[src/rtl/tgt_term_pkg.sv]
package tgt_term_pkg;

    localparam int unsigned LIM_W_DEF = 8;
    localparam int unsigned PORTS_DEF = 2;

    typedef enum logic [2:0] {
        PH_IDLE       = 3'd0,
        PH_WAIT_FIRST = 3'd1,
        PH_HAVE_FIRST = 3'd2,
        PH_BURST      = 3'd3,
        PH_ABORTED    = 3'd4
    } phase_e;

    typedef struct packed {
        logic start;
        logic ready;
        logic xfer;
        logic fin;
    } evt_t;

    typedef struct packed {
        logic retry;
        logic disc;
    } term_t;

    typedef struct packed {
        logic first_pending;
        logic bursting;
        logic aborted;
    } stat_t;

    typedef struct packed {
        logic first_clr;
        logic first_run;
        logic gap_clr;
        logic gap_run;
    } cnt_ctl_t;

    function automatic logic waiting_first(input phase_e ph);
        return (ph == PH_WAIT_FIRST) || (ph == PH_HAVE_FIRST);
    endfunction

    function automatic stat_t phase_to_stat(input phase_e ph);
        stat_t s;
        s.first_pending = waiting_first(ph);
        s.bursting      = (ph == PH_BURST);
        s.aborted       = (ph == PH_ABORTED);
        return s;
    endfunction

endpackage

[src/rtl/tgt_lat_counter.sv]
module tgt_lat_counter #(
    parameter int unsigned W = 8
) (
    input  logic         clk,
    input  logic         rst,
    input  logic         clr,
    input  logic         run,
    input  logic [W-1:0] limit,
    output logic [W-1:0] count,
    output logic         expired
);
    localparam logic [W-1:0] CNT_MAX = {W{1'b1}};
    localparam logic [W-1:0] CNT_ONE = {{(W-1){1'b0}}, 1'b1};

    logic enabled;

    always_ff @(posedge clk) begin
        if (rst) begin
            count <= '0;
        end else if (clr) begin
            count <= '0;
        end else if (run && (count != CNT_MAX)) begin
            count <= count + CNT_ONE;
        end
    end

    always_comb begin
        enabled = (limit != '0);
        expired = enabled && (count == limit);
    end

endmodule

[src/rtl/tgt_phase_ctl.sv]
module tgt_phase_ctl
    import tgt_term_pkg::*;
(
    input  logic     clk,
    input  logic     rst,
    input  evt_t     evt,
    input  logic     first_hit,
    input  logic     gap_hit,
    output phase_e   phase,
    output term_t    term,
    output cnt_ctl_t ctl,
    output stat_t    stat
);
    phase_e phase_nxt;
    logic   quiet;

    always_comb begin
        quiet      = !evt.fin && !evt.start;
        term.retry = (phase == PH_WAIT_FIRST) && first_hit && quiet
                     && !evt.ready && !evt.xfer;
        term.disc  = (phase == PH_BURST) && gap_hit && quiet && !evt.xfer;
    end

    always_comb begin
        phase_nxt = phase;
        if (evt.start) begin
            phase_nxt = PH_WAIT_FIRST;
        end else if (evt.fin) begin
            phase_nxt = PH_IDLE;
        end else if (term.retry || term.disc) begin
            phase_nxt = PH_ABORTED;
        end else begin
            unique case (phase)
                PH_WAIT_FIRST: begin
                    if (evt.xfer)       phase_nxt = PH_BURST;
                    else if (evt.ready) phase_nxt = PH_HAVE_FIRST;
                end
                PH_HAVE_FIRST: begin
                    if (evt.xfer) phase_nxt = PH_BURST;
                end
                default: phase_nxt = phase;
            endcase
        end
    end

    always_ff @(posedge clk) begin
        if (rst) phase <= PH_IDLE;
        else     phase <= phase_nxt;
    end

    always_comb begin
        ctl.first_clr = evt.start;
        ctl.first_run = (phase == PH_WAIT_FIRST);
        ctl.gap_clr   = evt.start || evt.xfer || (phase != PH_BURST);
        ctl.gap_run   = (phase == PH_BURST);
        stat          = phase_to_stat(phase);
    end

endmodule

[src/rtl/tgt_term_port.sv]
module tgt_term_port
    import tgt_term_pkg::*;
#(
    parameter int unsigned W = LIM_W_DEF
) (
    input  logic         clk,
    input  logic         rst,
    input  evt_t         evt,
    input  logic [W-1:0] first_limit,
    input  logic [W-1:0] next_limit,
    output term_t        term,
    output stat_t        stat
);
    phase_e       phase;
    cnt_ctl_t     ctl;
    logic         first_hit;
    logic         gap_hit;
    logic [W-1:0] first_cnt;
    logic [W-1:0] gap_cnt;

    tgt_lat_counter #(.W(W)) u_first (
        .clk     (clk),
        .rst     (rst),
        .clr     (ctl.first_clr),
        .run     (ctl.first_run),
        .limit   (first_limit),
        .count   (first_cnt),
        .expired (first_hit)
    );

    tgt_lat_counter #(.W(W)) u_gap (
        .clk     (clk),
        .rst     (rst),
        .clr     (ctl.gap_clr),
        .run     (ctl.gap_run),
        .limit   (next_limit),
        .count   (gap_cnt),
        .expired (gap_hit)
    );

    tgt_phase_ctl u_ctl (
        .clk       (clk),
        .rst       (rst),
        .evt       (evt),
        .first_hit (first_hit),
        .gap_hit   (gap_hit),
        .phase     (phase),
        .term      (term),
        .ctl       (ctl),
        .stat      (stat)
    );

endmodule

[src/rtl/tgt_term_timer.sv]
module tgt_term_timer
    import tgt_term_pkg::*;
#(
    parameter int unsigned PORTS = PORTS_DEF,
    parameter int unsigned W     = LIM_W_DEF
) (
    input  logic               clk,
    input  logic               rst,
    input  logic [PORTS-1:0]   txn_start,
    input  logic [PORTS-1:0]   data_ready,
    input  logic [PORTS-1:0]   data_xfer,
    input  logic [PORTS-1:0]   txn_end,
    input  logic [PORTS*W-1:0] first_limit,
    input  logic [PORTS*W-1:0] next_limit,
    output logic [PORTS-1:0]   retry_req,
    output logic [PORTS-1:0]   disc_req,
    output logic [PORTS-1:0]   first_pending,
    output logic [PORTS-1:0]   bursting,
    output logic [PORTS-1:0]   aborted
);
    for (genvar i = 0; i < PORTS; i++) begin : g_port
        evt_t  evt;
        term_t term;
        stat_t stat;

        always_comb begin
            evt.start = txn_start[i];
            evt.ready = data_ready[i];
            evt.xfer  = data_xfer[i];
            evt.fin   = txn_end[i];
        end

        tgt_term_port #(.W(W)) u_port (
            .clk         (clk),
            .rst         (rst),
            .evt         (evt),
            .first_limit (first_limit[i*W +: W]),
            .next_limit  (next_limit[i*W +: W]),
            .term        (term),
            .stat        (stat)
        );

        assign retry_req[i]     = term.retry;
        assign disc_req[i]      = term.disc;
        assign first_pending[i] = stat.first_pending;
        assign bursting[i]      = stat.bursting;
        assign aborted[i]       = stat.aborted;
    end

endmodule

[config.mk]
export PLATFORM = sky130hd
export DESIGN_NAME = tgt_term_timer
export DESIGN_NICKNAME = d
export VERILOG_FILES = /design/src/rtl/tgt_term_pkg.sv /design/src/rtl/tgt_lat_counter.sv /design/src/rtl/tgt_phase_ctl.sv /design/src/rtl/tgt_term_port.sv /design/src/rtl/tgt_term_timer.sv
export SDC_FILE = /design/constraint.sdc
export NUM_CORES = 1
export LEC_CHECK = 0
export BUFFER_PORTS_ARGS = -buffer_cell sky130_fd_sc_hd__clkbuf_2
export CAP_MARGIN = 20
export CORE_ASPECT_RATIO = 1.75
export CORE_UTILIZATION = 56
export CTS_BUF_LIST = sky130_fd_sc_hd__clkbuf_8
export DETAILED_ROUTE_END_ITERATION = 16
export PLACE_DENSITY = 0.82
export SYNTH_ARGS = -nofsm -noshare
export SYNTH_HDL_FRONTEND = slang
export SYNTH_SLANG_ARGS = --single-unit
export TNS_END_PERCENT = 1
[constraint.sdc]
create_clock -name clk -period 2.35 [get_ports clk]
set_clock_uncertainty 0.15 [all_clocks]
set_input_delay 0 -clock clk [delete_from_list [all_inputs] [get_ports clk]]
set_output_delay 0 -clock clk [all_outputs]
set_load 0.05 [all_outputs]
## Word level (Yosys, flattened, before mapping)

Cells that the tools add are included.

| storage, ports and cells | value |
|---|---|
| bits of input ports | 42 |
| logic and storage cells | 122 |
| register bits after elaboration | 38 |
| output and inout bits | 10 |

| cells by class | value |
|---|---|
| add/subtract/negate cells | 4 |
| reduce and logical (&&, ||, !) cells | 64 |
| equal/unequal tests | 30 |
| multiplexer cells | 14 |

Operator list:

| kind | count |
|---|---|
| 8-bit by 1-bit adder with 8-bit output (second input constant) | 4 |
| 8-bit equality test | 4 |
| 8-bit inequality test (second input constant) | 4 |
| 8-bit nonzero test | 4 |
| 1-bit logical AND | 24 |
| 3-bit 2-to-1 mux | 8 |
| 3-bit AND reduction | 6 |
| 3-bit by 2-bit equality test with 1-bit output (second input constant) | 4 |
| 3-bit inequality test (second input constant) | 4 |
| 6-bit inequality test (second input constant) | 2 |
| 3-bit case mux with 2 select lines | 2 |
| 5-bit inequality test (second input constant) | 2 |
| 5-bit nonzero test | 2 |
| 1-bit zero test | 8 |
| 1-bit logical OR | 8 |
| 4-bit inequality test (second input constant) | 2 |
| 2-bit OR reduction | 4 |
| 4-bit OR reduction | 2 |
| 3-bit by 1-bit equality test with 1-bit output (second input constant) | 2 |
| 3-bit equality test (second input constant) | 2 |
| 3-bit by 2-bit inequality test with 1-bit output (second input constant) | 2 |
| 3-bit nonzero test | 2 |
| 3-bit OR reduction | 2 |
| 1-bit 2-to-1 mux | 4 |
| 2 further kinds | 4 |

## Logic depth before layout (Yosys ltp)

Gate-level depths: netlist of the first run.

| depth | value |
|---|---|
| depth in word-level cells | 10 |
| depth in mapped cells | 6 |
| depth with buffers taken out | 6 |

## By module

From an unflattened synthesis of the first run, not the netlist that was laid out.

| second synthesis, totals | value |
|---|---|
| cell total of the unflattened synthesis | 320 |
| area total of the unflattened synthesis | 2757.6 µm² |

By module, submodules not included:

| module | area an instance (µm²) | seq. area each (µm²) | instances | cells an instance |
|---|---|---|---|---|
| tgt_lat_counter | 551.8 | 160.2 | 4 | 63 |
| tgt_phase_ctl | 275.3 | 60.1 | 2 | 34 |

## Worst setup path after synthesis of the first run

Ideal clock, no wire load.

| path | value |
|---|---|
| path kind | register to register |
| start | register g_port[0].u_port.u_gap.count[2] |
| end | register g_port[0].u_port.u_ctl.phase[0] |
| buffers on the path | 1 |
| clock period less this slack | 3.031 ns |
| data required time | 2.077 ns |
| path slack | -0.681 ns |
| cell stages (with the launch flop) | 7 |
| setup time | 0.123 ns |
| arrival time | 2.759 ns |
| cells stage by stage | dfxtp_1 > clkbuf_1 > xnor2_1 > nand4_1 > nor4_1 > a31o_2 > o22ai_1 |

| between the ends | value |
|---|---|
| word-level cells in the longest chain between the ends | 9 |
| elaborated cells between the ends (all ways) | 13 |
| classes of those cells | 3 x eq/ne; 3 x mux; 7 x reduce/logical |

RTL lines:

| element | line | source |
|---|---|---|
| start: declaration | tgt_lat_counter.sv:9 | `output logic [W-1:0] count,` |
| start signal: assignment | tgt_lat_counter.sv:23 | `count <= count + CNT_ONE;` |
| 8-bit equality test (*) | tgt_lat_counter.sv:29 | `expired = enabled && (count == limit);` |
| 1-bit logical AND (*) | tgt_lat_counter.sv:29 |  |
| 1-bit logical AND (*) (3 in series) | tgt_phase_ctl.sv:21 | `term.disc = (phase == PH_BURST) && gap_hit && quiet && !evt.xfer;` |
| net disc_req[0] | tgt_term_timer.sv:16 | `output logic [PORTS-1:0] disc_req,` |
| 1-bit logical OR (*) | tgt_phase_ctl.sv:30 | `end else if (term.retry \|\| term.disc) begin` |
| branches (longest 3 deep; another with 6-bit inequality test) | n/a |  |
| end signal: assignment | tgt_phase_ctl.sv:48 | `else phase <= phase_nxt;` |
| end: declaration | tgt_phase_ctl.sv:9 | `output phase_e phase,` |

Mark *: on every way through the listed nets, which the timed path passes.
A chain may end at the register's enable or synchronous reset.

## Final worst setup path of the first run

| path | value |
|---|---|
| start | register g_port[0].u_port.u_gap.count[2] |
| end | register g_port[0].u_port.u_ctl.phase[0] |

| between the ends | value |
|---|---|
| word-level cells in the longest chain between the ends | 9 |
| elaborated cells between the ends (all ways) | 13 |
| classes of those cells | 3 x eq/ne; 3 x mux; 7 x reduce/logical |

RTL lines:

| element | line |
|---|---|
| 8-bit equality test (*) | tgt_lat_counter.sv:29 |
| 1-bit logical AND (*) | tgt_lat_counter.sv:29 |
| 1-bit logical AND (*) (3 in series) | tgt_phase_ctl.sv:21 |
| 1-bit logical OR (*) | tgt_phase_ctl.sv:30 |
| branches (longest 3 deep; another with 6-bit inequality test) | n/a |

Every way passes the cells marked *.

==> results of run 1 <==
[cells by family (layout without fill, tap and decap cells)]
kind of cell | count (synthesis) | count (layout) | share of synthesized area [%]
simple gates | 125 | 125 | 27.59
flops | 38 | 38 | 33.22
buf+inv | 16 | 78 | 3.279
fa+ha+maj | 4 | 4 | 2.186
xor+xnor | 59 | 59 | 22.57
compound gates | 29 | 29 | 9.837
mux | 3 | 3 | 1.312
[flip-flops by register name, summed over array words and instances, names as in the netlist]
register                     flops
g_port.u_port.u_ctl.phase        6
g_port.u_port.u_gap.count       16
g_port.u_port.u_first.count     16
[critical path: stages (launching register included)]
cell	delay [ns]
sky130_fd_sc_hd__dfxtp_2	0.36
sky130_fd_sc_hd__or4_1	0.58
sky130_fd_sc_hd__nor2_2	0.15
sky130_fd_sc_hd__nor4_4	0.07
sky130_fd_sc_hd__a31o_2	0.22
sky130_fd_sc_hd__o22ai_1	0.14
sky130_fd_sc_hd__dlygate4sd3_1	0.58
[where the power goes]
| part | total (mW) | internal, mW | switching [mW] |
|---|---|---|---|
| clock network | 0.684 | 0.453 | 0.231 |
| registers | 0.656 | 0.648 | 0.00764 |
| logic | 0.157 | 0.0768 | 0.0799 |
[cell usage in the layout (no fill, tap or decap), types with 6 or more instances in the layout]
cell and count:
sky130_fd_sc_hd__dlygate4sd3_1 11, sky130_fd_sc_hd__xor2_1 28, sky130_fd_sc_hd__nand4_1 9, sky130_fd_sc_hd__nor2_1 40, sky130_fd_sc_hd__xnor2_1 31, sky130_fd_sc_hd__nand2_1 19, sky130_fd_sc_hd__clkbuf_8 6, sky130_fd_sc_hd__inv_1 8
sky130_fd_sc_hd__dfxtp_1 37, sky130_fd_sc_hd__clkbuf_2 51, sky130_fd_sc_hd__nor4_1 9, sky130_fd_sc_hd__a21oi_1 7, sky130_fd_sc_hd__nor3_1 8, sky130_fd_sc_hd__nand3_1 13
[area by class of cell]
cell class | count | area [um^2]
multi-input cells | 220 | 1483
fillers | 307 | 1061
flip-flops and latches | 38 | 762.0
repair buffers | 62 | 365.4
clock buffers | 6 | 82.58
clock inverters | 2 | 60.06
well taps | 48 | 60.06
inverters | 8 | 30.03
[what timing repair did]
item                                    CTS  global route
hold buffers                             11             0
gates resized for setup                   0             4
endpoints found under the setup margin    0             1
endpoints found under the hold margin    12             0
[final timing paths]
path / to
min: g_port[1].u_port.u_ctl.phase[1]$_SDFFE_PP0P_
max reg2reg: g_port[0].u_port.u_ctl.phase[0]$_SDFFE_PP0P_
min reg2reg: g_port[1].u_port.u_gap.count[1]$_SDFFE_PP0P_
max: g_port[0].u_port.u_ctl.phase[0]$_SDFFE_PP0P_
[cell usage after synthesis, drive strengths merged (3+ instances only)]
master and number:
nand3 13, o21ai 4, nand4 9, or3 4, nor2 41, nor4 11, mux2i 3, clkbuf 5
and3 4, inv 8, xnor2 31, buf 3, nor3b 3, xor2 28, o21a 3, nor3 9
ha 4, nand2 19, and4 4, a21oi 7, dfxtp 38
[metal layers]
layer,track usage (%),routed length (um),vias to the layer above
li1,-,-,1091
met1,25.05,2102,986
met2,46.55,2750,49
met3,4.211,145,7
met4,11.11,69,0
met5,0,0,-
==> results.txt, run 1 <==
The flow ran to the end, and the final reports show no timing, DRC or antenna violations. The accumulated negative setup slack is 0 ns. The overall power of the completed layout is ~1.5 mW. Entering global routing, the biggest net connects 13 pins.

The per-cell routed wire length came out at 13.20 um. The detailed router finished its first iteration with 50 violations. The worst setup path category is reg2reg.

The total setup violations reported at the end of the flow is 0. For this run, the leading register cell type out of synthesis is sky130_fd_sc_hd__dfxtp_1. At the end of the flow, the number of nets in the layout was 381. The clock latency on the worst-skew pair came out at 0.28 ns. The number of H-tree levels is 2. The fraction of layout instances using a drive strength above 1 came out at 21.43%. The launching element type of the critical path is a flip-flop. The longest clock path from root to sink contains 2 buffers. Measured in cells, the most critical reg-to-reg path has a length of 6.

The post-place instance area came out at 0.002572 mm^2. The relative max-transition margin is 65.74%. The post-CTS repair timing setup buffer count came out at 0. The number of warnings printed during yosys synthesis is 0. The layout overhead on the synthesized area came out at 24.15%. For this design the ratio of total power to cell area is 526.4 mW/mm^2. The transition time of the tightest slew-check pin is 0.5104 ns. After detailed routing, the total wire length is 5067 um. After floorplanning, the core was divided into 30 placement rows. The final cell area excluding filler cells is 0.002843 mm^2.

The tightest min-delay check is of the in2reg type. The number of unique standard cell types used by synthesis is between 40 and 50. Along the worst path, the maximum fanout reaches 7. The startpoint identified for the worst hold timing path is data_ready[1]. The first-pass GRT wire length came out at 8169 um. The number of antenna violations at the first check in global routing came out at 0. The endpoint class of the critical path is a flip-flop. The maximum resistive drop on vdd came out at 0.4716 mV. Pin placement for this block handled 52 I/O pins. The highest achievable clock rate came out at 431.6 MHz. The synthesized net count came out at 320. The total core area is ~0.0039 mm^2. Across all layers, the routed design uses 2133 vias. The post-layout minimum cycle time came out at 2.317 ns. Of all flip-flops after synthesis, the portion carrying an async set or reset was 0%. The mean cell area of the mapped netlist came out at 8.357 um^2.

The clock transition at the registers of the reported paths came out at 0.08 ns. The number of standard cells after synthesis came out at 274. The initial core utilization came out at between 50% and 60%. Prior to clock tree synthesis, the placed netlist has a worst setup slack of 0.4498 ns. The final estimated routing congestion in global placement came out at 0.8355. In this run the static leakage power is 1.092 nW. The post-synthesis sequential area ratio is 33.22%. For this run, the share of the core covered by cells in the final layout is 72.82%.

The clock tree from TritonCTS is yes. The number of slew-limit violations in the final report is 0. The number of global-route vias before repair came to 1994. The width of the die came out at 50.34 um. The start of the worst register-to-register path is g_port[0].u_port.u_gap.count[2]$_SDFFE_PP0P_. The first detailed-routing pass took 4 iterations. Including well taps, the total number of placed cells is 365. The tree is rooted in a sky130_fd_sc_hd__clkbuf_8.

The final worst setup slack is 0.03287 ns. The total number of clock tree sinks is 38. Tracing the worst setup path back leads to its startpoint at g_port[0].u_port.u_gap.count[2]$_SDFFE_PP0P_. The max capacitance violation total came out at 0. The data arrival time of the worst path is ~2.4 ns. The detailed-route DRC error count is 0.

The flop and latch count out of synthesis came out at 38. Data on the critical path is required at its endpoint by 2.43 ns. The total routing resource utilization after global routing came out at about a quarter. The worst hold path passes through 4 cells. The count of input and output buffers came out at 51. The count of antenna diodes in the layout came out at 0. The register-to-register setup slack came out at 0.03 ns. The detailed-route vias per instance came out at between 5 and 6. The CTS buffer count is 5. Once detail routing completed, the nets flagged for antenna violations numbered 0. The finished layout holds between 300 and 400 standard cells, fillers aside.

The proportion of netlist area held by the largest area contributor is 33.22%. In the post-synthesis netlist, the biggest area contributors are sky130_fd_sc_hd__dfxtp_1, sky130_fd_sc_hd__xnor2_1, sky130_fd_sc_hd__xor2_1. The synthesized design spends more area on one cell type than any other, namely sky130_fd_sc_hd__dfxtp_1.

Detailed placement finished with a half-perimeter wire length of 3797 um. The total count of hold-check failures in the final report came out at 0. The residual overflow from global routing came out at 0. The die covers 0.004359 mm^2.

The worst-case hold slack came out at 0.01384 ns. The floorplan step set the die height to 86.59 um. The area of the mapped netlist came out at around 0.0023 mm^2. The count of flip-flops with a built-in enable after synthesis came out at 0.

After layout, the worst path uses 98.60% of the clock period.
Note: power is estimated with default switching activity, not from simulation.
==> inputs of run 2 (changes only) <==
==> constraint.sdc (replaced) <==
create_clock -name clk -period 2.5 [get_ports clk]
set_clock_uncertainty 0.15 [all_clocks]
set_input_delay 0 -clock clk [delete_from_list [all_inputs] [get_ports clk]]
set_output_delay 0 -clock clk [all_outputs]
set_load 0.05 [all_outputs]
==> run 2 against run 1 <==
Via count grew 0.61%; wire length is 0.45% lower; global-route usage about the same; clock power shrank 5.8%; register-to-register slack better by 0.19 ns; critical endpoint unchanged; largest power group unchanged.
==> results.txt, run 2 (synthesized netlist as in run 1, its figures left out) <==
The number of H-tree levels came out at 2 (unchanged). The detailed-route vias per instance came to 5.603 (was 5.555). The cell repeated most along the worst path is sky130_fd_sc_hd__dlygate4sd3_1. The longest individual stage delay on the worst path is 0.55 ns (was 0.58 ns). The endpoint of the lowest-slack register-to-register path is g_port[0].u_port.u_ctl.phase[0]$_SDFFE_PP0P_ (unchanged). The total count of hold-check failures in the final report was 0 (unchanged). The width of the die came out at 50.34 um (unchanged). The start of the worst register-to-register path was g_port[0].u_port.u_gap.count[2]$_SDFFE_PP0P_ (unchanged).

Status: complete, no violations (unchanged). The data arrival time of the worst path is 2.33 ns (was 2.39 ns). The maximum number of pins on one net before global-route repair was 13 (unchanged). The launching element type of the critical path is an input pin (was flip-flop). The switching power summed over all nets came out at 0.2987 mW (was 0.3185 mW). The part of the power in the clock network was 45.8% (was 45.7%). The total core area came to 0.003904 mm^2 (unchanged). The number of iterations in the first detailed-routing pass is 4 (unchanged). Chain of cells forming the critical path: dlygate4sd3_1 > clkbuf_2 > nor3_1 > nand2_1 > nor4_2 > a31o_2 > o22ai_1 > dlygate4sd3_1 (was or4_1 > nor2_2 > nor4_4 > a31o_2 > o22ai_1 > dlygate4sd3_1). The post-CTS repair timing setup buffer count is 0 (unchanged). The post-place instance area came out at 0.002566 mm^2 (was 0.002572 mm^2). Biggest regs: g_port.u_port.u_first.count (16), g_port.u_port.u_gap.count (16), g_port.u_port.u_ctl.phase (6) (unchanged). The length in cells of the worst reg-to-reg path is 6 (unchanged).

The final layout net count was 380 (was 381). The count of antenna diodes in the layout came out at 0 (unchanged). The register-to-register setup slack is 0.22 ns (was 0.03 ns).

The cts-stage hold buffer count came out at 10 (was 11). The post-detailed-routing wire length is 5044 um (was 5067 um). The overall power of the completed layout came to 1.405 mW (was 1.496 mW). The violation count after the first detailed-route iteration came out at 45 (was 50).

The design internal power is 1.106 mW (was 1.178 mW). The worst setup path category is in2reg (was reg2reg). Most frequent cells in the layout: sky130_fd_sc_hd__clkbuf_2, sky130_fd_sc_hd__nor2_1, sky130_fd_sc_hd__dfxtp_1 (unchanged).

The share of the cycle needed by the critical path after routing is 92.44%. The relative max-transition margin came to 68.57% (was 65.74%). The CTS buffer count is 5 (unchanged). The leakage power total came to 1.086 nW (was 1.092 nW). The endpoint required time on the critical path is 2.52 ns (was 2.43 ns).

The highest-delay cell along the critical path is sky130_fd_sc_hd__dlygate4sd3_1 (was sky130_fd_sc_hd__or4_1). The routed via count is 2146 (was 2133). The placed instance count came out at 365 (unchanged). The clock tree from TritonCTS was yes (unchanged). Subtracting the final worst setup slack from the clock period gives 2.311 ns.

The full die area came out at 0.004359 mm^2 (unchanged). The count of input and output buffers came to 51 (unchanged). The final estimated routing congestion in global placement is 0.9095 (was 0.8355). The antenna violation net count after detailed routing is 0 (unchanged). The accumulated negative setup slack came to 0 ns (unchanged). The final worst setup slack is 0.1890 ns (was 0.03287 ns). The maximum resistive drop on vdd is 0.5277 mV (was 0.4716 mV). The end of the worst hold path is g_port[0].u_port.u_ctl.phase[1]$_SDFFE_PP0P_ (was g_port[1].u_port.u_ctl.phase[1]$_SDFFE_PP0P_). The final cell area excluding filler cells is 0.002809 mm^2 (was 0.002843 mm^2). The filler cell count is 345 (was 307). The share of power burned in registers is 43.9% (was 43.8%). The buffer type at the clock tree root is sky130_fd_sc_hd__clkbuf_8 (unchanged). The number of antenna violations at the first check in global routing came to 0 (unchanged).

The I/O pin total is 52 (unchanged). The first-pass GRT wire length is 8245 um (was 8169 um). The maximum fanout count along the critical path is 4 (was 7). The final cell utilization of the core was 71.96% (was 72.82%).

The part of the total power dissipated in combinational logic is 10.3% (was 10.5%). The number of slew-limit violations in the final report is 0 (unchanged). The layout overhead on the synthesized area came to 22.68% (was 24.15%).

The maximum buffer depth of the clock tree came out at 2 (unchanged). The post-cts resize count came to 0 (unchanged). The detailed-route DRC error count came to 0 (unchanged). The clock transition at the registers of the reported paths is 0.07 ns (was 0.08 ns). The switching fraction of total power came out at 21.26% (was 21.28%). The total number of clock tree sinks was 38 (unchanged).

The worst slack at placement came out at 0.5616 ns (was 0.4498 ns). The fraction of layout instances using a drive strength above 1 came out at 20.30% (was 21.43%). The endpoint class of the critical path is a flip-flop (unchanged).

The die boundary height came out at 86.59 um (unchanged). The transition time of the tightest slew-check pin is 0.4683 ns (was 0.5104 ns). The leading cell type in the layout, fill and taps excluded is sky130_fd_sc_hd__clkbuf_2 (unchanged).

The origin of the worst min-delay path is data_ready[0] (was data_ready[1]). The power per standard cell area was 500.1 mW/mm^2 (was 526.4 mW/mm^2). The initial core utilization came to 58.65% (unchanged). The clock latency on the worst-skew pair is 0.29 ns (was 0.28 ns).

The total routing resource utilization after global routing is 24.43% (was 24.47%). The total setup violations reported at the end of the flow is 0 (unchanged). The residual overflow from global routing came out at 0 (unchanged). The class of the tightest hold or removal check is in2reg (unchanged). The worst-case hold slack is 0.01663 ns (was 0.01384 ns).

The number of global-route vias before repair came out at 2071 (was 1994). The per-cell routed wire length is 13.17 um (was 13.20 um). For this run, the top clock speed supported by timing is 432.7 MHz. The max capacitance violation total is 0 (unchanged). The standard-cell row count came out at 30 (unchanged). The hold-critical path depth is 5 (was 4). The post-detailed-placement half-perimeter wirelength is 3883 um (was 3797 um).

The final standard cell count with taps included and fillers excluded is 383 (was 384). Setup repair after global routing left no endpoint under its margin.
==> run 2: cell types whose count changed in the layout (fill, tap and decap cells not counted), sizes merged <==
| cell | before | now |
|---|---|---|
| dlygate4sd3 | 11 | 10 |
==> run 2: power groups by stage <==
stage	clock network, mW	registers (mW)	logic [mW]
2_1_floorplan	0	0.628	0.0762
3_3_place_gp	0	0.631	0.130
3_5_place_dp	0	0.631	0.132
4_1_cts	0.657	0.617	0.144
5_1_grt	0.685	0.618	0.156
6_report	0.644	0.617	0.144
==> run 2: layout make-up <==
cell class,count,area (um^2),share of cell area [%]
inverter,8,30.03,1.069
sequential,38,760.7,27.08
multi-input combinational,220,1460,51.98
timing repair buffer,61,355.3,12.65
clock buffer,6,82.58,2.940
tap,48,60.06,2.138
clock inverter,2,60.06,2.138
==> run 2: critical path, delay by kind of cell <==
kind	cells	cell delay, ns
buffers and inverters	3	1.22
AO/OA/AOI/OAI	2	0.25
AND/OR/NAND/NOR	3	0.87
==> run 2: layer usage <==
| layer | global-route usage [%] | share of wire [%] | up-vias |
|---|---|---|---|
| met5 | 0 | 0 | - |
| met4 | 11.87 | 2.7 | 0 |
| met3 | 4.561 | 3.2 | 15 |
| met2 | 46.18 | 54 | 61 |
| met1 | 24.70 | 40 | 977 |
| li1 | - | - | 1093 |
==> run 2: how the worst max path moves through the flow <==
stage                                                       startpoint  cells after the start                                             end
after floorplan           g_port[1].u_port.u_ctl.phase[0]$_SDFFE_PP0P_                      4                                    retry_req[1]
after global placement    g_port[1].u_port.u_ctl.phase[0]$_SDFFE_PP0P_                      5  g_port[1].u_port.u_first.count[6]$_SDFFE_PP0P_
after detailed placement  g_port[1].u_port.u_ctl.phase[0]$_SDFFE_PP0P_                      5  g_port[1].u_port.u_first.count[6]$_SDFFE_PP0P_
after CTS                                                   txn_end[0]                      8    g_port[0].u_port.u_ctl.phase[0]$_SDFFE_PP0P_
after global routing                                        txn_end[0]                      8    g_port[0].u_port.u_ctl.phase[0]$_SDFFE_PP0P_
final                                                       txn_end[0]                      8    g_port[0].u_port.u_ctl.phase[0]$_SDFFE_PP0P_
==> inputs of run 3 (changes only) <==
--- a/config.mk
+++ b/config.mk
@@ -5,13 +5,14 @@
 export SDC_FILE = /design/constraint.sdc
 export NUM_CORES = 1
 export LEC_CHECK = 0
+export ABC_AREA = 1
 export BUFFER_PORTS_ARGS = -buffer_cell sky130_fd_sc_hd__clkbuf_2
 export CAP_MARGIN = 20
 export CORE_ASPECT_RATIO = 1.75
-export CORE_UTILIZATION = 56
+export CORE_UTILIZATION = 58
 export CTS_BUF_LIST = sky130_fd_sc_hd__clkbuf_8
 export DETAILED_ROUTE_END_ITERATION = 16
-export PLACE_DENSITY = 0.82
+export PLACE_DENSITY = 0.83
 export SYNTH_ARGS = -nofsm -noshare
 export SYNTH_HDL_FRONTEND = slang
 export SYNTH_SLANG_ARGS = --single-unit
==> run 3 against run 2 <==
Worst setup slack gained 0.12 ns; via count grew 37%; sequential cell count is the same; register-to-register slack gained 0.10 ns; critical endpoint unchanged; cell area grew 15%; highest routed layer unchanged; sequential share of layout area shrank 3.6 points.
==> results.txt, run 3 <==
The residual overflow from global routing came out at 0 (unchanged). The most instantiated library cell after synthesis is sky130_fd_sc_hd__nand2_1 (was sky130_fd_sc_hd__nor2_1). The first-pass GRT wire length was 10750 um (was 8245 um). The post-cts resize count came out at 0 (unchanged). The maximum fanout count along the critical path is 4 (unchanged). The final layout net count is 568 (was 380). Biggest regs: g_port.u_port.u_first.count (16), g_port.u_port.u_gap.count (16), g_port.u_port.u_ctl.phase (6) (unchanged). The post-place instance area is 0.003018 mm^2 (was 0.002566 mm^2).

The flop and latch count out of synthesis was 38 (unchanged). The I/O pin total is 52 (unchanged). The longest individual stage delay on the worst path came out at 0.55 ns (about the same). Top post-synthesis cells by count: sky130_fd_sc_hd__nand2_1, sky130_fd_sc_hd__inv_1, sky130_fd_sc_hd__nor2_1 (was sky130_fd_sc_hd__nor2_1, sky130_fd_sc_hd__dfxtp_1, sky130_fd_sc_hd__xnor2_1). The power per standard cell area is 451.3 mW/mm^2 (was 500.1 mW/mm^2). The switching power summed over all nets is 0.3462 mW (was 0.2987 mW).

The dominant synthesized flop cell was sky130_fd_sc_hd__dfxtp_1 (unchanged). The total routing resource utilization after global routing is 28.37% (was 24.43%). The worst slack at placement came out at 0.7723 ns (was 0.5616 ns).

The standard-cell row count came out at 32 (was 30). Top area cells in the synthesized netlist: sky130_fd_sc_hd__dfxtp_1, sky130_fd_sc_hd__nand2_1, sky130_fd_sc_hd__inv_1 (was sky130_fd_sc_hd__dfxtp_1, sky130_fd_sc_hd__xnor2_1, sky130_fd_sc_hd__xor2_1). The final worst setup slack came to 0.3061 ns (was 0.1890 ns). The die boundary height came out at 92.49 um (was 86.59 um). The number of iterations in the first detailed-routing pass is 4 (unchanged). The number of warnings printed during yosys synthesis was 0 (unchanged).

The part of the power in the clock network came out at 44.0% (was 45.8%). The cell repeated most along the worst path was sky130_fd_sc_hd__nand2_1 (was sky130_fd_sc_hd__dlygate4sd3_1). The count of antenna diodes in the layout came to 0 (unchanged). The number of slew-limit violations in the final report came to 0 (unchanged).

The worst setup path category was in2reg (unchanged). The per-cell routed wire length came out at 10.94 um (was 13.17 um). Status: complete, no violations (unchanged). The switching fraction of total power came out at 23.67% (was 21.26%). Chain of cells forming the critical path: dlygate4sd3_1 > clkbuf_2 > inv_1 > nand2_1 > nor2_1 > nand3_1 > nor2_1 > nand2_1 > nand3_1 > nand2_1 > nand2_1 > nand2_1 > a21oi_1 > dlygate4sd3_1 (was dlygate4sd3_1 > clkbuf_2 > nor3_1 > nand2_1 > nor4_2 > a31o_2 > o22ai_1 > dlygate4sd3_1).

The highest achievable clock rate is 455.8 MHz (was 432.7 MHz). The synthesized net count came out at 504 (was 320). The clock latency on the worst-skew pair is 0.29 ns (about the same). The number of H-tree levels came out at 2 (unchanged). The class of the tightest hold or removal check is in2reg (unchanged). The share of the cycle needed by the critical path after routing came to 87.76% (was 92.44%). The share of power burned in registers came out at 42.3% (was 43.9%).

The launching element type of the critical path is an input pin (unchanged). The count of input and output buffers is 51 (unchanged). The post-layout minimum cycle time came out at 2.194 ns (was 2.311 ns). The final standard cell count with taps included and fillers excluded came out at 574 (was 383). The fraction of registers with async set/reset was 0% (unchanged). The total core area came out at 0.004444 mm^2 (was 0.003904 mm^2). The maximum buffer depth of the clock tree came out at 2 (unchanged). The leading cell type in the layout, fill and taps excluded is sky130_fd_sc_hd__nand2_1 (was sky130_fd_sc_hd__clkbuf_2).

The full die area came out at 0.004968 mm^2 (was 0.004359 mm^2). The overall power of the completed layout came out at 1.463 mW (was 1.405 mW). The biggest area consumer among synthesized cells is sky130_fd_sc_hd__dfxtp_1 (unchanged).

The transition time of the tightest slew-check pin came out at 0.5458 ns (was 0.4683 ns). The buffer type at the clock tree root is sky130_fd_sc_hd__clkbuf_8 (unchanged). The post-synthesis sequential area ratio was 28.03% (was 33.22%). The clock tree from TritonCTS was yes (unchanged). The maximum resistive drop on vdd is 0.4788 mV (was 0.5277 mV).

The mean cell area of the mapped netlist is 5.925 um^2 (was 8.357 um^2). The post-detailed-placement half-perimeter wirelength came to 4995 um (was 3883 um). RSZ-0062 raised after global routing: no (unchanged). The detailed-route vias per instance came out at 5.136 (was 5.603). Most frequent cells in the layout: sky130_fd_sc_hd__nand2_1, sky130_fd_sc_hd__inv_1, sky130_fd_sc_hd__clkbuf_2 (was sky130_fd_sc_hd__clkbuf_2, sky130_fd_sc_hd__nor2_1, sky130_fd_sc_hd__dfxtp_1). The count of flip-flops with a built-in enable after synthesis came to 0 (unchanged). The endpoint required time on the critical path is 2.59 ns (was 2.52 ns). The routed via count is 2948 (was 2146).

The violation count after the first detailed-route iteration is 98 (was 45). The filler cell count is 389 (was 345). The number of antenna violations at the first check in global routing was 0 (unchanged).

The data arrival time of the worst path came out at 2.28 ns (was 2.33 ns). The post-detailed-routing wire length came out at 6279 um (was 5044 um). The layout overhead on the synthesized area is 19.41% (was 22.68%). The final cell area excluding filler cells came out at 0.003241 mm^2 (was 0.002809 mm^2). The maximum number of pins on one net before global-route repair came to 13 (unchanged). The leakage power total was 1.557 nW (was 1.086 nW). The detailed-route DRC error count is 0 (unchanged). The fraction of layout instances using a drive strength above 1 is 16.83% (was 20.30%). The total count of hold-check failures in the final report is 0 (unchanged). The number of global-route vias before repair was 2722 (was 2071). The number of standard cells after synthesis is 458 (was 274).

The highest-delay cell along the critical path is sky130_fd_sc_hd__dlygate4sd3_1 (unchanged). The final estimated routing congestion in global placement is 0.8955 (was 0.9095). The CTS buffer count is 5 (unchanged). The width of the die is 53.71 um (was 50.34 um). The total setup violations reported at the end of the flow is 0 (unchanged).

The initial core utilization came to 61.06% (was 58.65%). The max capacitance violation total is 0 (unchanged). The placed instance count came out at 558 (was 365).

The part of the total power dissipated in combinational logic came out at 13.7% (was 10.3%). The relative max-transition margin came out at 63.48% (was 68.57%). The clock transition at the registers of the reported paths is 0.08 ns (was 0.07 ns). The endpoint class of the critical path is a flip-flop (unchanged).

The antenna violation net count after detailed routing is 0 (unchanged). The accumulated negative setup slack is 0 ns (unchanged). The design internal power came to 1.116 mW (was 1.106 mW). The proportion of netlist area held by the largest area contributor is 28.03% (was 33.22%). The total number of clock tree sinks is 38 (unchanged). The area of the mapped netlist is 0.002714 mm^2 (was 0.002290 mm^2).

The number of unique standard cell types used by synthesis was 33 (was 42).
-- run 3: changes by cell type in the layout (fill, tap and decap cells not counted), sizes merged, moves of 3 or more --
cell	delta
xor2	-24
nand3	+8
and4	-4
xnor2	-24
nand2	+124
nor4	-7
mux2i	-3
a21oi	+28
o21ai	+15
inv	+88
nor2	+11
or3	-4
-- run 3: worst paths after layout --
check / startpoint / endpoint / slack (ns) / depth (start not counted)
worst min register to register: g_port[0].u_port.u_gap.count[4]$_SDFFE_PP0P_ / g_port[0].u_port.u_gap.count[4]$_SDFFE_PP0P_ / 0.36 / 2
worst min-delay path: data_xfer[1] / g_port[1].u_port.u_gap.count[2]$_SDFFE_PP0P_ / 0.05 / 4
worst max register to register: g_port[0].u_port.u_ctl.phase[0]$_SDFFE_PP0P_ / g_port[0].u_port.u_ctl.phase[0]$_SDFFE_PP0P_ / 0.32 / 11
worst max-delay path: txn_end[0] / g_port[0].u_port.u_ctl.phase[0]$_SDFFE_PP0P_ / 0.31 / 14
-- run 3: what timing repair did --
item,in CTS,in global routing
hold endpoints to repair,23,0
setup buffers,0,0
hold buffers,8,0
setup endpoints to repair,0,0
-- run 3: cell families after synthesis --
family	synth area share, %
and+or+nand+nor	41.03
buffers and inverters	13.92
AOI/OAI and AO/OA	11.62
DFF	28.03
xor gates and xnor gates	3.550
adders and majority gates	1.844
-- run 3: power groups by stage --
stage	clock (mW)	combinational, mW	sequential [mW]
3_3_place_gp	0	0.184	0.632
4_1_cts	0.658	0.199	0.618
6_report	0.644	0.200	0.619
3_5_place_dp	0	0.187	0.633
5_1_grt	0.687	0.227	0.620
2_1_floorplan	0	0.119	0.631
-- run 3: critical path, delay by kind of cell --
kind | cells | cell delay, ns
buffers and inverters | 4 | 1.30
and+or+nand+nor | 9 | 0.86
AOI/OAI and AO/OA | 1 | 0.12
-- run 3: layer usage --
metal | GRT usage [%] | up-vias | wire length (um)
li1 | - | 1548 | -
met1 | 28.28 | 1312 | 2532
met2 | 53.81 | 76 | 3398
met3 | 4.105 | 12 | 228
met4 | 11.62 | 0 | 119
met5 | 0 | - | 0
-- run 3: area by class of cell --
class,instances,area [um^2],area share (%)
Clock buffer,6,82.58,2.548
Clock inverter,2,60.06,1.853
Inverter,96,362.8,11.20
Multi-Input combinational cell,322,1575,48.61
Sequential cell,38,760.7,23.47
Tap cell,51,63.81,1.969
Timing Repair Buffer,59,335.3,10.35
-- run 3: through the flow --
step,hold WS [ns],utilization (%)
after floorplan,-0.08093,-
after global placement,0.06690,67.91
after detailed placement,0.06929,67.91
after CTS,0.02675,72.92
after global routing,0.05599,72.92
final,0.05456,72.92
